**config.mk**
```make
export PLATFORM = sky130hd
export DESIGN_NAME = dec_adjust_unit
export DESIGN_NICKNAME = d
export VERILOG_FILES = /design/src/rtl/dau_pkg.sv /design/src/rtl/dau_unpacked.sv /design/src/rtl/dau_packed.sv /design/src/rtl/dau_scale.sv /design/src/rtl/dau_flags.sv /design/src/rtl/dec_adjust_unit.sv
export SDC_FILE = /design/constraint.sdc
export NUM_CORES = 1
export LEC_CHECK = 0
export BUFFER_PORTS_ARGS = -buffer_cell sky130_fd_sc_hd__buf_2
export CAP_MARGIN = 20
export CORE_MARGIN = 2
export CORE_UTILIZATION = 30
export DETAILED_ROUTE_END_ITERATION = 10
export SLEW_MARGIN = 15
export SYNTH_ARGS = -nofsm -noshare
export SYNTH_HDL_FRONTEND = slang
export SYNTH_HIERARCHICAL = 1
export SYNTH_SLANG_ARGS = --single-unit
```
**constraint.sdc**
```tcl
create_clock -name clk -period 11.95 [get_ports clk]
set_clock_uncertainty 0.2 [all_clocks]
set_input_delay 1.7925 -clock clk [delete_from_list [all_inputs] [get_ports clk]]
set_output_delay 1.7925 -clock clk [all_outputs]
set_load 0.1 [all_outputs]
```
**src/rtl/dau_pkg.sv**
```systemverilog
package dau_pkg;
  localparam int DIG_W  = 4;
  localparam int BYTE_W = 2 * DIG_W;
  localparam int RADIX  = 10;
  localparam int OPC_W  = 3;

  typedef enum logic [OPC_W-1:0] {
    OP_UADD  = 3'd0,
    OP_USUB  = 3'd1,
    OP_PADD  = 3'd2,
    OP_PSUB  = 3'd3,
    OP_MUNPK = 3'd4,
    OP_DPREP = 3'd5
  } dau_op_t;

  typedef struct packed {
    logic [BYTE_W-1:0] ah;
    logic [BYTE_W-1:0] al;
    logic              af;
    logic              cf;
    logic              pf;
    logic              sf;
    logic              zf;
  } dau_res_t;
endpackage

```
**src/rtl/dau_unpacked.sv**
```systemverilog
module dau_unpacked #(
  parameter int DIG_W = dau_pkg::DIG_W,
  parameter int RADIX = dau_pkg::RADIX
) (
  input  logic               sub,
  input  logic [2*DIG_W-1:0] ah,
  input  logic [2*DIG_W-1:0] al,
  input  logic               af,
  output logic [2*DIG_W-1:0] ah_o,
  output logic [2*DIG_W-1:0] al_o,
  output logic               adj
);
  localparam int W = 2 * DIG_W;
  localparam logic [W-1:0] PAD   = W'((1 << DIG_W) - RADIX);
  localparam logic [W-1:0] ONE   = W'(1);
  localparam logic [DIG_W-1:0] MAXD = DIG_W'(RADIX - 1);

  logic [W-1:0] al_fix;

  always_comb begin
    adj    = (al[DIG_W-1:0] > MAXD) || af;
    al_fix = al;
    ah_o   = ah;
    if (adj) begin
      al_fix = sub ? (al - PAD) : (al + PAD);
      ah_o   = sub ? (ah - ONE) : (ah + ONE);
    end
    al_o = {{DIG_W{1'b0}}, al_fix[DIG_W-1:0]};
  end
endmodule

```
**src/rtl/dau_packed.sv**
```systemverilog
module dau_packed #(
  parameter int DIG_W = dau_pkg::DIG_W,
  parameter int RADIX = dau_pkg::RADIX
) (
  input  logic               sub,
  input  logic [2*DIG_W-1:0] al,
  input  logic               af,
  input  logic               cf,
  output logic [2*DIG_W-1:0] al_o,
  output logic               af_o,
  output logic               cf_o
);
  localparam int W = 2 * DIG_W;
  localparam int PADI = (1 << DIG_W) - RADIX;
  localparam logic [W-1:0] PAD_LO = W'(PADI);
  localparam logic [W-1:0] PAD_HI = W'(PADI << DIG_W);
  localparam logic [DIG_W-1:0] MAXD = DIG_W'(RADIX - 1);
  // largest value whose upper digit is still a legal decimal digit
  localparam logic [W-1:0] HI_LIM = W'(((RADIX - 1) << DIG_W) | ((1 << DIG_W) - 1));

  logic [W-1:0] stage1;

  always_comb begin
    // low digit step
    af_o   = (al[DIG_W-1:0] > MAXD) || af;
    stage1 = al;
    if (af_o) stage1 = sub ? (al - PAD_LO) : (al + PAD_LO);
    // high digit step, tested on the step-1 value
    cf_o = (stage1 > HI_LIM) || cf;
    al_o = stage1;
    if (cf_o) al_o = sub ? (stage1 - PAD_HI) : (stage1 + PAD_HI);
  end
endmodule

```
**src/rtl/dau_scale.sv**
```systemverilog
module dau_scale #(
  parameter int W     = dau_pkg::BYTE_W,
  parameter int RADIX = dau_pkg::RADIX
) (
  input  logic [W-1:0] ah,
  input  logic [W-1:0] al,
  output logic [W-1:0] split_hi,
  output logic [W-1:0] split_lo,
  output logic [W-1:0] merge_lo
);
  localparam logic [W-1:0] RDX = W'(RADIX);

  always_comb begin
    split_hi = al / RDX;
    split_lo = al % RDX;
    merge_lo = (ah * RDX) + al;
  end
endmodule

```
**src/rtl/dau_flags.sv**
```systemverilog
module dau_flags #(
  parameter int W = dau_pkg::BYTE_W
) (
  input  logic         en,
  input  logic [W-1:0] val,
  output logic         pf,
  output logic         sf,
  output logic         zf
);
  always_comb begin
    pf = en & ~(^val);
    sf = en & val[W-1];
    zf = en & (val == '0);
  end
endmodule

```
**src/rtl/dec_adjust_unit.sv**
```systemverilog
module dec_adjust_unit
  import dau_pkg::*;
(
  input  logic                   clk,
  input  logic                   rst,
  input  logic                   start,
  input  logic [OPC_W-1:0]       op_in,
  input  logic [BYTE_W-1:0]      ah_in,
  input  logic [BYTE_W-1:0]      al_in,
  input  logic                   af_in,
  input  logic                   cf_in,
  output logic [BYTE_W-1:0]      ah_out,
  output logic [BYTE_W-1:0]      al_out,
  output logic                   af_out,
  output logic                   cf_out,
  output logic                   pf_out,
  output logic                   sf_out,
  output logic                   zf_out,
  output logic                   done
);
  logic [BYTE_W-1:0] un_ah, un_al, pk_al, sp_hi, sp_lo, mg_lo;
  logic              un_adj, pk_af, pk_cf;
  logic              is_sub, flag_en, f_pf, f_sf, f_zf;
  dau_res_t          res_d, res_q;
  logic              done_q;
  dau_op_t           op;

  assign op     = dau_op_t'(op_in);
  assign is_sub = op_in[0];

  dau_unpacked #(.DIG_W(DIG_W), .RADIX(RADIX)) u_unp (
    .sub(is_sub), .ah(ah_in), .al(al_in), .af(af_in),
    .ah_o(un_ah), .al_o(un_al), .adj(un_adj)
  );

  dau_packed #(.DIG_W(DIG_W), .RADIX(RADIX)) u_pck (
    .sub(is_sub), .al(al_in), .af(af_in), .cf(cf_in),
    .al_o(pk_al), .af_o(pk_af), .cf_o(pk_cf)
  );

  dau_scale #(.W(BYTE_W), .RADIX(RADIX)) u_scl (
    .ah(ah_in), .al(al_in),
    .split_hi(sp_hi), .split_lo(sp_lo), .merge_lo(mg_lo)
  );

  always_comb begin
    res_d    = '0;
    flag_en  = 1'b0;
    res_d.ah = ah_in;
    res_d.al = al_in;
    case (op)
      OP_UADD, OP_USUB: begin
        res_d.ah = un_ah;
        res_d.al = un_al;
        res_d.af = un_adj;
        res_d.cf = un_adj;
      end
      OP_PADD, OP_PSUB: begin
        res_d.al = pk_al;
        res_d.af = pk_af;
        res_d.cf = pk_cf;
        flag_en  = 1'b1;
      end
      OP_MUNPK: begin
        res_d.ah = sp_hi;
        res_d.al = sp_lo;
        flag_en  = 1'b1;
      end
      OP_DPREP: begin
        res_d.ah = '0;
        res_d.al = mg_lo;
        flag_en  = 1'b1;
      end
      default: ;
    endcase
    res_d.pf = f_pf;
    res_d.sf = f_sf;
    res_d.zf = f_zf;
  end

  dau_flags #(.W(BYTE_W)) u_flg (
    .en(flag_en), .val(res_d.al), .pf(f_pf), .sf(f_sf), .zf(f_zf)
  );

  always_ff @(posedge clk) begin
    if (rst) begin
      res_q  <= '0;
      done_q <= 1'b0;
    end else begin
      done_q <= start;
      if (start) res_q <= res_d;
    end
  end

  assign ah_out = res_q.ah;
  assign al_out = res_q.al;
  assign af_out = res_q.af;
  assign cf_out = res_q.cf;
  assign pf_out = res_q.pf;
  assign sf_out = res_q.sf;
  assign zf_out = res_q.zf;
  assign done   = done_q;
endmodule

```
======== After elaboration in Yosys (flattened, before gate mapping) ========
Index checks and enable logic that the tools add are counted.
cells by class
  reductions and logical operators ........ 8
  bitwise logic cells ..................... 4
  multiply operators ...................... 1
  div/mod/pow operators ................... 2
  equal/unequal tests ..................... 5
  $add $sub $neg .......................... 7
  mux-type cells .......................... 10
  $lt $le $gt $ge ......................... 2
operators with widths
  cell                                                                    number
  8-bit 2-to-1 mux                                                        6
  8-bit case mux with 4 select lines                                      1
  8-bit case mux with 3 select lines                                      1
  8-bit by 1-bit adder with 8-bit output (second input constant)          1
  8-bit by 3-bit adder with 8-bit output (second input constant)          1
  8-bit by 7-bit adder with 8-bit output (second input constant)          1
  8-bit adder                                                             1
  8-bit by 4-bit divider with 8-bit output (second input constant)        1
  8-bit greater-than comparator (second input constant)                   1
  8-bit logical NOT                                                       1
  8-bit by 4-bit modulo with 8-bit output (second input constant)         1
  8-bit by 3-bit multiplier with 7-bit output (second input constant)     1
  8-bit XOR reduction                                                     1
  8-bit by 1-bit subtractor with 8-bit output (second input constant)     1
  8-bit by 3-bit subtractor with 8-bit output (second input constant)     1
  8-bit by 7-bit subtractor with 8-bit output (second input constant)     1
  3-bit by 2-bit equality test with 1-bit output (second input constant)  2
  3-bit equality test (second input constant)                             2
  4-bit greater-than comparator (second input constant)                   1
  2-bit case mux with 2 select lines                                      1
  2-bit OR reduction                                                      2
  4-bit OR reduction                                                      1
  1-bit bitwise AND                                                       3
  3-bit by 1-bit equality test with 1-bit output (second input constant)  1
  other kinds (4)                                                         5
word-level totals
  word-level logic and storage cells ...... 47
  input bits .............................. 24
  register bits ........................... 22
  output and inout bits ................... 22

======== Logic depth before layout (Yosys ltp) ========
Gate-level depths: netlist of the first run.
  word-level depth ........................ 10
  mapped depth ............................ 22
  mapped depth without buffers ............ 21

======== Modules after synthesis ========
Netlist of the first run, hierarchy kept.
by module, submodules not included
  module           times used  seq. area each (µm²)  cells each  area an instance (µm²)
  dec_adjust_unit  1           440.4                 176         1397.6
  dau_scale        1           0.0                   163         1139.8
  dau_unpacked     1           0.0                   76          543.0
  dau_packed       1           0.0                   64          490.5
  dau_flags        1           0.0                   20          131.4

======== Worst setup path before layout of the first run ========
Ideal clock, no wire load.
  path type ............................... in2reg
  start point ............................. input op_in[0]
  end point ............................... register res_q (netlist bit pf_out)
  arrival ................................. 5.405 ns
  required time ........................... 11.624 ns
  library setup time ...................... 0.126 ns
  path slack .............................. 6.219 ns
  path buffers ............................ 1
  cell stages on the path ................. 22
  cells stage by stage .................... clkbuf_1 inv_1 ha_1 a21o_1 and3_1 o21a_1 o31ai_1 xnor2_1 ha_1 nor2_1 o311ai_0 o311a_1 o22ai_1 a21oi_1 a31oi_1 inv_1 ha_1 xor2_1 xnor2_1 and2_1 mux2i_1 nor2_1
RTL lines
  element               RTL line               RTL
  from (decl)           dec_adjust_unit.sv:7   input logic [OPC_W-1:0] op_in,
  to (signal assigned)  dec_adjust_unit.sv:91  if (start) res_q <= res_d;
  to (decl)             dec_adjust_unit.sv:24  dau_res_t res_d, res_q;

==> results of run 1 <==
through the flow:
stage | cell area, µm² | instances | hold WS (ps)
final | 3970 | 656 | 286
after global routing | 3970 | 656 | 310
after CTS | 3970 | 656 | 294
after detailed placement | 3870 | 652 | 279
after global placement | 3870 | 652 | 273
after floorplan | 3730 | 506 | 724
placed cells by master, fill, tap and decap left out, drive strengths merged, types with 3 or more instances in the layout:
cell type / count
a21o: 7
buf: 45
nand2b: 4
fa: 5
nor2: 35
conb: 9
clkbuf: 3
o21ai: 20
inv: 34
mux2i: 8
a21oi: 45
or3: 3
nand2: 28
a22oi: 3
a21boi: 3
a211o: 11
nor2b: 17
ha: 35
nor3b: 13
a211oi: 8
dfxtp: 22
o21bai: 9
a31oi: 24
nand3b: 4
xor2: 9
and2: 4
nor4: 3
o21a: 6
o31ai: 4
a32oi: 6
nand3: 15
xnor2: 20
nor3: 7
and3: 3
o22ai: 3
path summary, 6_finish.rpt:
kind | start | end | slack [ps]
setup / recovery | op_in[0] | pf_out | 5460
hold / removal | zf_out | zf_out | 290
setup reg to reg | al_out[6] | al_out[6] | 10810
hold reg to reg | zf_out | zf_out | 290
layout make-up:
class	instances	area, µm²	area share (%)
well taps	147	184	4.63
clock buffers	3	75.1	1.89
repair buffers	45	225	5.67
clock inverters	1	30.0	0.756
multi-input cells	404	2890	72.7
inverters	34	128	3.21
flip-flops and latches	22	440	11.1
flip-flops by register name, indices dropped and copies added (netlist names):
signal,cells
pf_out,1
al_out,8
cf_out,1
sf_out,1
af_out,1
done,1
zf_out,1
ah_out,8
power by group through the flow:
stage	clock network [mW]	logic (mW)	registers (mW)
after floorplan	0	0.140	0.129
final	0.0945	0.230	0.0827
after global routing	0.0987	0.250	0.0834
after CTS	0.0964	0.228	0.0828
after detailed placement	0	0.227	0.0844
after global placement	0	0.222	0.0845
routing by layer:
layer	share of wire, %	GRT usage (%)	vias up
li1	-	-	1815
met1	50	22.3	1722
met2	45	24.8	97
met3	4.4	0.738	10
met4	1.2	3.53	0
met5	0	0	-
cells by family after synthesis:
logic type	count (synthesis)
muxes	10
and+or+nand+nor	149
buffers and inverters	80
xor gates and xnor gates	29
adders and majority gates	40
AOI/OAI and AO/OA	167
other	2
DFF	22
critical path, stage by stage:
cell and delay, ps:
buf_2 510, ha_1 390, and2_1 190, a221o_1 340, o21a_1 210, o31ai_1 560, xnor2_1 170, ha_1 230
nor2_1 110, o311ai_0 190, o311a_1 170, o22ai_1 230, a21oi_1 110, a31oi_1 230, inv_1 60, ha_1 280
xor2_1 180, xnor2_1 120, and2_1 150, mux2i_1 130, nor2_1 50
==> results.yml, run 1 <==
global_routing:
  antenna_found_initial: 0
  grt_max_degree: 41
  grt_pass1_vias: 3268
  grt_first_pass_wirelength_um: 16400
  grt.overflow.total: 0
  grt_use_total_pct: 15.3
cts:
  cts_inserted_buffers: 3
  cts_hold_buffers: 0
  htree_levels: 1
  cts-root-buf: "clkbuf_16"
  post_cts_resized: 0
  clk_pin_slew_ps: 60
  cts_tree: "done"
  cts_max_path_buffers: 2
  cts.sinks: 22
  cts_setup_buffers: 0
  insertion_delay_ps: 250
sta:
  hold_viol: 0
  min_period_over_period_pct: 54.3
  final.setup.tns_ps: 0
  fmax_mhz: 154
  fin_crit_ps: 6490
  finalSetupViolations: 0
  setup_ws_ps: 5460
  rsz0062_at_grt: "false"
  finalMaxSlewViolations: 0
  relSlewSlack_pct: 38.4
  worstMarginPinSlew_ps: 924
yosys:
  synth_top_family_by_area: "compound AO/OA/AOI/OAI gates"
  synth-simple-area-share_pct: 22.2
  synth_cell_types: 76
  yosysSeqAreaShare_pct: 11.9
  yosysWarnings: 6
  ys_ff_latch: 22
  synthMuxAreaShare_pct: 2.77
  synth_largest_area_cell: "dfxtp_1"
  synthTopCellsByCount: "45 x a21oi_1, 35 x ha_1, 33 x nor2_1"
  synthXorXnorAreaFrac_pct: 6.86
  yosys.area_share.adder_pct: 14.5
  netlist_area_um2: 3700
  synth_ff_type: "dfxtp_1"
  syn_area_per_cell_um2: 7.42
  synth.most_common_cell: "a21oi_1"
  syn-instance-count: 499
  synth_area_leaders: "dfxtp_1 12%, ha_1 12%, a21oi_1 6.1%, xnor2_1 4.7%, a31oi_1 4.1%"
  synth_edf_count: 0
  synth_compound_area_share_pct: 30.7
  synth_top_area_share_pct: 11.9
  synthArstFlopShare_pct: 0
power:
  pwr-share-clk_pct: 23.2
  power_mw: 0.407
  swShare_pct: 44.6
  power_density_nw_per_um2: 102
  p_leak_nw: 1.73
  switching_power_mw: 0.181
  p_seq_share_pct: 20.3
  combinationalPowerShare_pct: 56.4
  power.internal_mw: 0.226
  ir_drop_mv: 0.0584
detailed_routing:
  wl_um: 10300
  vias: 3644
  drtIter0Drc: 211
  drc: 0
  first_pass_iters: 4
  drtAntennaViolNets: 0
  viasPerCell: 5.55
  wl_per_cell_um: 15.8
worst_hold_path:
  min_path_cells: 2
  hp-class: "flip-flop to flip-flop"
final_layout:
  final_util_pct: 33.1
  layout.nets: 574
  syn_to_final_growth_pct: 7.27
  nFillCells: 1303
  antennaDiodeCount: 0
  drive_gt1_share_pct: 12.8
setup_path:
  required_ps: 11890
  r2r_cells: 3
  worst_setup_path_end_kind: "flip-flop"
  worstPathArrival_ps: 6430
  crit_type: "input pin to flip-flop"
  cp-start-kind: "input pin"
  cp_max_fo: 34
placement:
  dp_hpwl_um: 7910
  gp_congestion: 0.886
  dp_slack_ps: 5350
  port-buffer-count: 45
floorplanning:
  die_h_um: 115
  rows: 40
  placeableCoreArea_um2: 12000
  die_x_um: 115
  ios: 46
  start_util_pct: 30.8
  die-area_um2: 13200
outcome:
  status: "finished, final reports clean"
run:
  maxCapViolCount: 0
Note: power is estimated with default switching activity, not from simulation.
==> inputs of run 2 (changes only) <==
clock period = 6.4 ns   (was 11.95 ns; I/O delays follow)
==> run 2 against run 1 <==
Via count shrank 0.38%. Sequential power grew 87%. First-iteration DRC count grew 30%. Sequential share of layout area is essentially flat. Utilization grew 0.12 points. Clock power grew 84%. Register-to-register slack lost 5600 ps.
==> results.yml, run 2 (synthesis gave the netlist of run 1 again) <==
outcome:
  status: "finished, final reports clean"
sta:
  final.setup.tns_ps: 0
  setup_ws_ps: 1070
  min_period_over_period_pct: 83.3
  rsz0062_at_grt: "false"
  relSlewSlack_pct: 39.2
  fin_crit_ps: 5330
  fmax_mhz: 187
  hold_viol: 0
  finalSetupViolations: 0
  worstMarginPinSlew_ps: 912
  finalMaxSlewViolations: 0
final_layout:
  antennaDiodeCount: 0
  final_util_pct: 33.2
  layout_common_cells: "45 x a21oi_1, 45 x buf_2, 35 x ha_1"
  drive_gt1_share_pct: 13.1
  nFillCells: 1293
  syn_to_final_growth_pct: 7.67
  layout.nets: 576
setup_path:
  r2r_start: "al_out[7]"
  r2r_cells: 3
  worst_setup_path_end_kind: "flip-flop"
  cp_max_fo: 20
  worstPathArrival_ps: 5260
  crit_type: "input pin to flip-flop"
  cp-start-kind: "input pin"
  rr_endpoint: "al_out[7]"
  required_ps: 6330
  reg2reg_setup_slack_ps: 5240
detailed_routing:
  viasPerCell: 5.52
  wl_um: 10400
  wl_per_cell_um: 15.8
  drtIter0Drc: 275
  drtAntennaViolNets: 0
  first_pass_iters: 6
  vias: 3630
  drc: 0
floorplanning:
  placeableCoreArea_um2: 12000
  die-area_um2: 13200
  ios: 46
  die_h_um: 115
  die_x_um: 115
  rows: 40
  start_util_pct: 30.8
global_routing:
  grt_max_degree: 41
  grt.overflow.total: 0
  use_met2_pct: 25.1
  grtUsageMet1_pct: 22.4
  grt_most_used_layer: "met2"
  use_met3_pct: 0.896
  antenna_found_initial: 0
  grt_use_total_pct: 15.5
  grt_first_pass_wirelength_um: 16600
  grt_pass1_vias: 3259
worst_hold_path:
  hold_end: "zf_out"
  min_path_cells: 2
  hold_path_startpoint: "zf_out"
  hp-class: "flip-flop to flip-flop"
placement:
  gp_congestion: 0.888
  dp_slack_ps: 886
  dp_hpwl_um: 7930
  port-buffer-count: 45
cts:
  cts.sinks: 22
  cts_setup_buffers: 0
  cts_inserted_buffers: 3
  post_cts_resized: 0
  cts-root-buf: "clkbuf_16"
  cts_tree: "done"
  cts_max_path_buffers: 2
  cts_hold_buffers: 0
  htree_levels: 1
  clk_pin_slew_ps: 60
  insertion_delay_ps: 250
power:
  power_mw: 0.759
  p_leak_nw: 1.74
  power_density_nw_per_um2: 190
  ir_drop_mv: 0.125
run:
  maxCapViolCount: 0
-- run 2: cell count changes in the layout (fill, tap and decap cells not counted), sizes merged --
cell	before	now
buf	45	47
-- run 2: critical path: stages --
cell and delay [ps]:
buf_2 310, ha_1 350, and2_1 170, a221o_1 330, o21a_1 200, o31ai_1 580, xnor2_1 160, ha_1 240
nor2_1 100, o311ai_0 190, o311a_1 170, o22ai_1 210, a21oi_1 100, a31oi_1 220, inv_1 60, ha_1 280
xor2_1 170, xnor2_1 120, and2_1 150, mux2i_1 120, nor2_1 50
-- run 2: where the power goes --
group          internal [mW]  total, mW  switching [mW]  leakage [nW]
logic                  0.149      0.430           0.281          1.51
registers              0.149      0.155         0.00595         0.182
clock network          0.124      0.174          0.0502        0.0511
-- run 2: metrics by stage --
stage / hold slack (ps) / std cells / cell area, µm²
global placement: 271 / 654 / 3880
global route: 308 / 658 / 3990
CTS: 298 / 658 / 3990
floorplan: 724 / 506 / 3730
finish: 295 / 658 / 3990
detailed placement: 282 / 654 / 3880
-- run 2: area by class of cell --
cell class	instances	area [µm²]	share of cell area [%]
timing repair buffer	47	240	6.03
inverter	34	128	3.20
clock inverter	1	30.0	0.753
multi-input combinational	404	2890	72.5
clock buffer	3	75.1	1.88
tap	147	184	4.61
sequential	22	440	11.0
-- run 2: layer usage --
layer	up-vias	routed length, µm	part of all wire [%]
met5	-	0	0
met4	0	109	1.0
met3	12	488	4.7
met2	99	4620	44
met1	1701	5170	50
li1	1818	-	-
-- run 2: worst max-delay path by stage --
stage | from | endpoint | slack [ps] | depth (start not counted)
2_1_floorplan | op_in[0] | pf_out | 1500 | 22
3_3_place_gp | al_in[4] | pf_out | 1100 | 21
3_5_place_dp | al_in[4] | pf_out | 890 | 21
4_1_cts | al_in[4] | pf_out | 1150 | 21
5_1_grt | al_in[4] | pf_out | 690 | 21
6_report | al_in[4] | pf_out | 1070 | 21
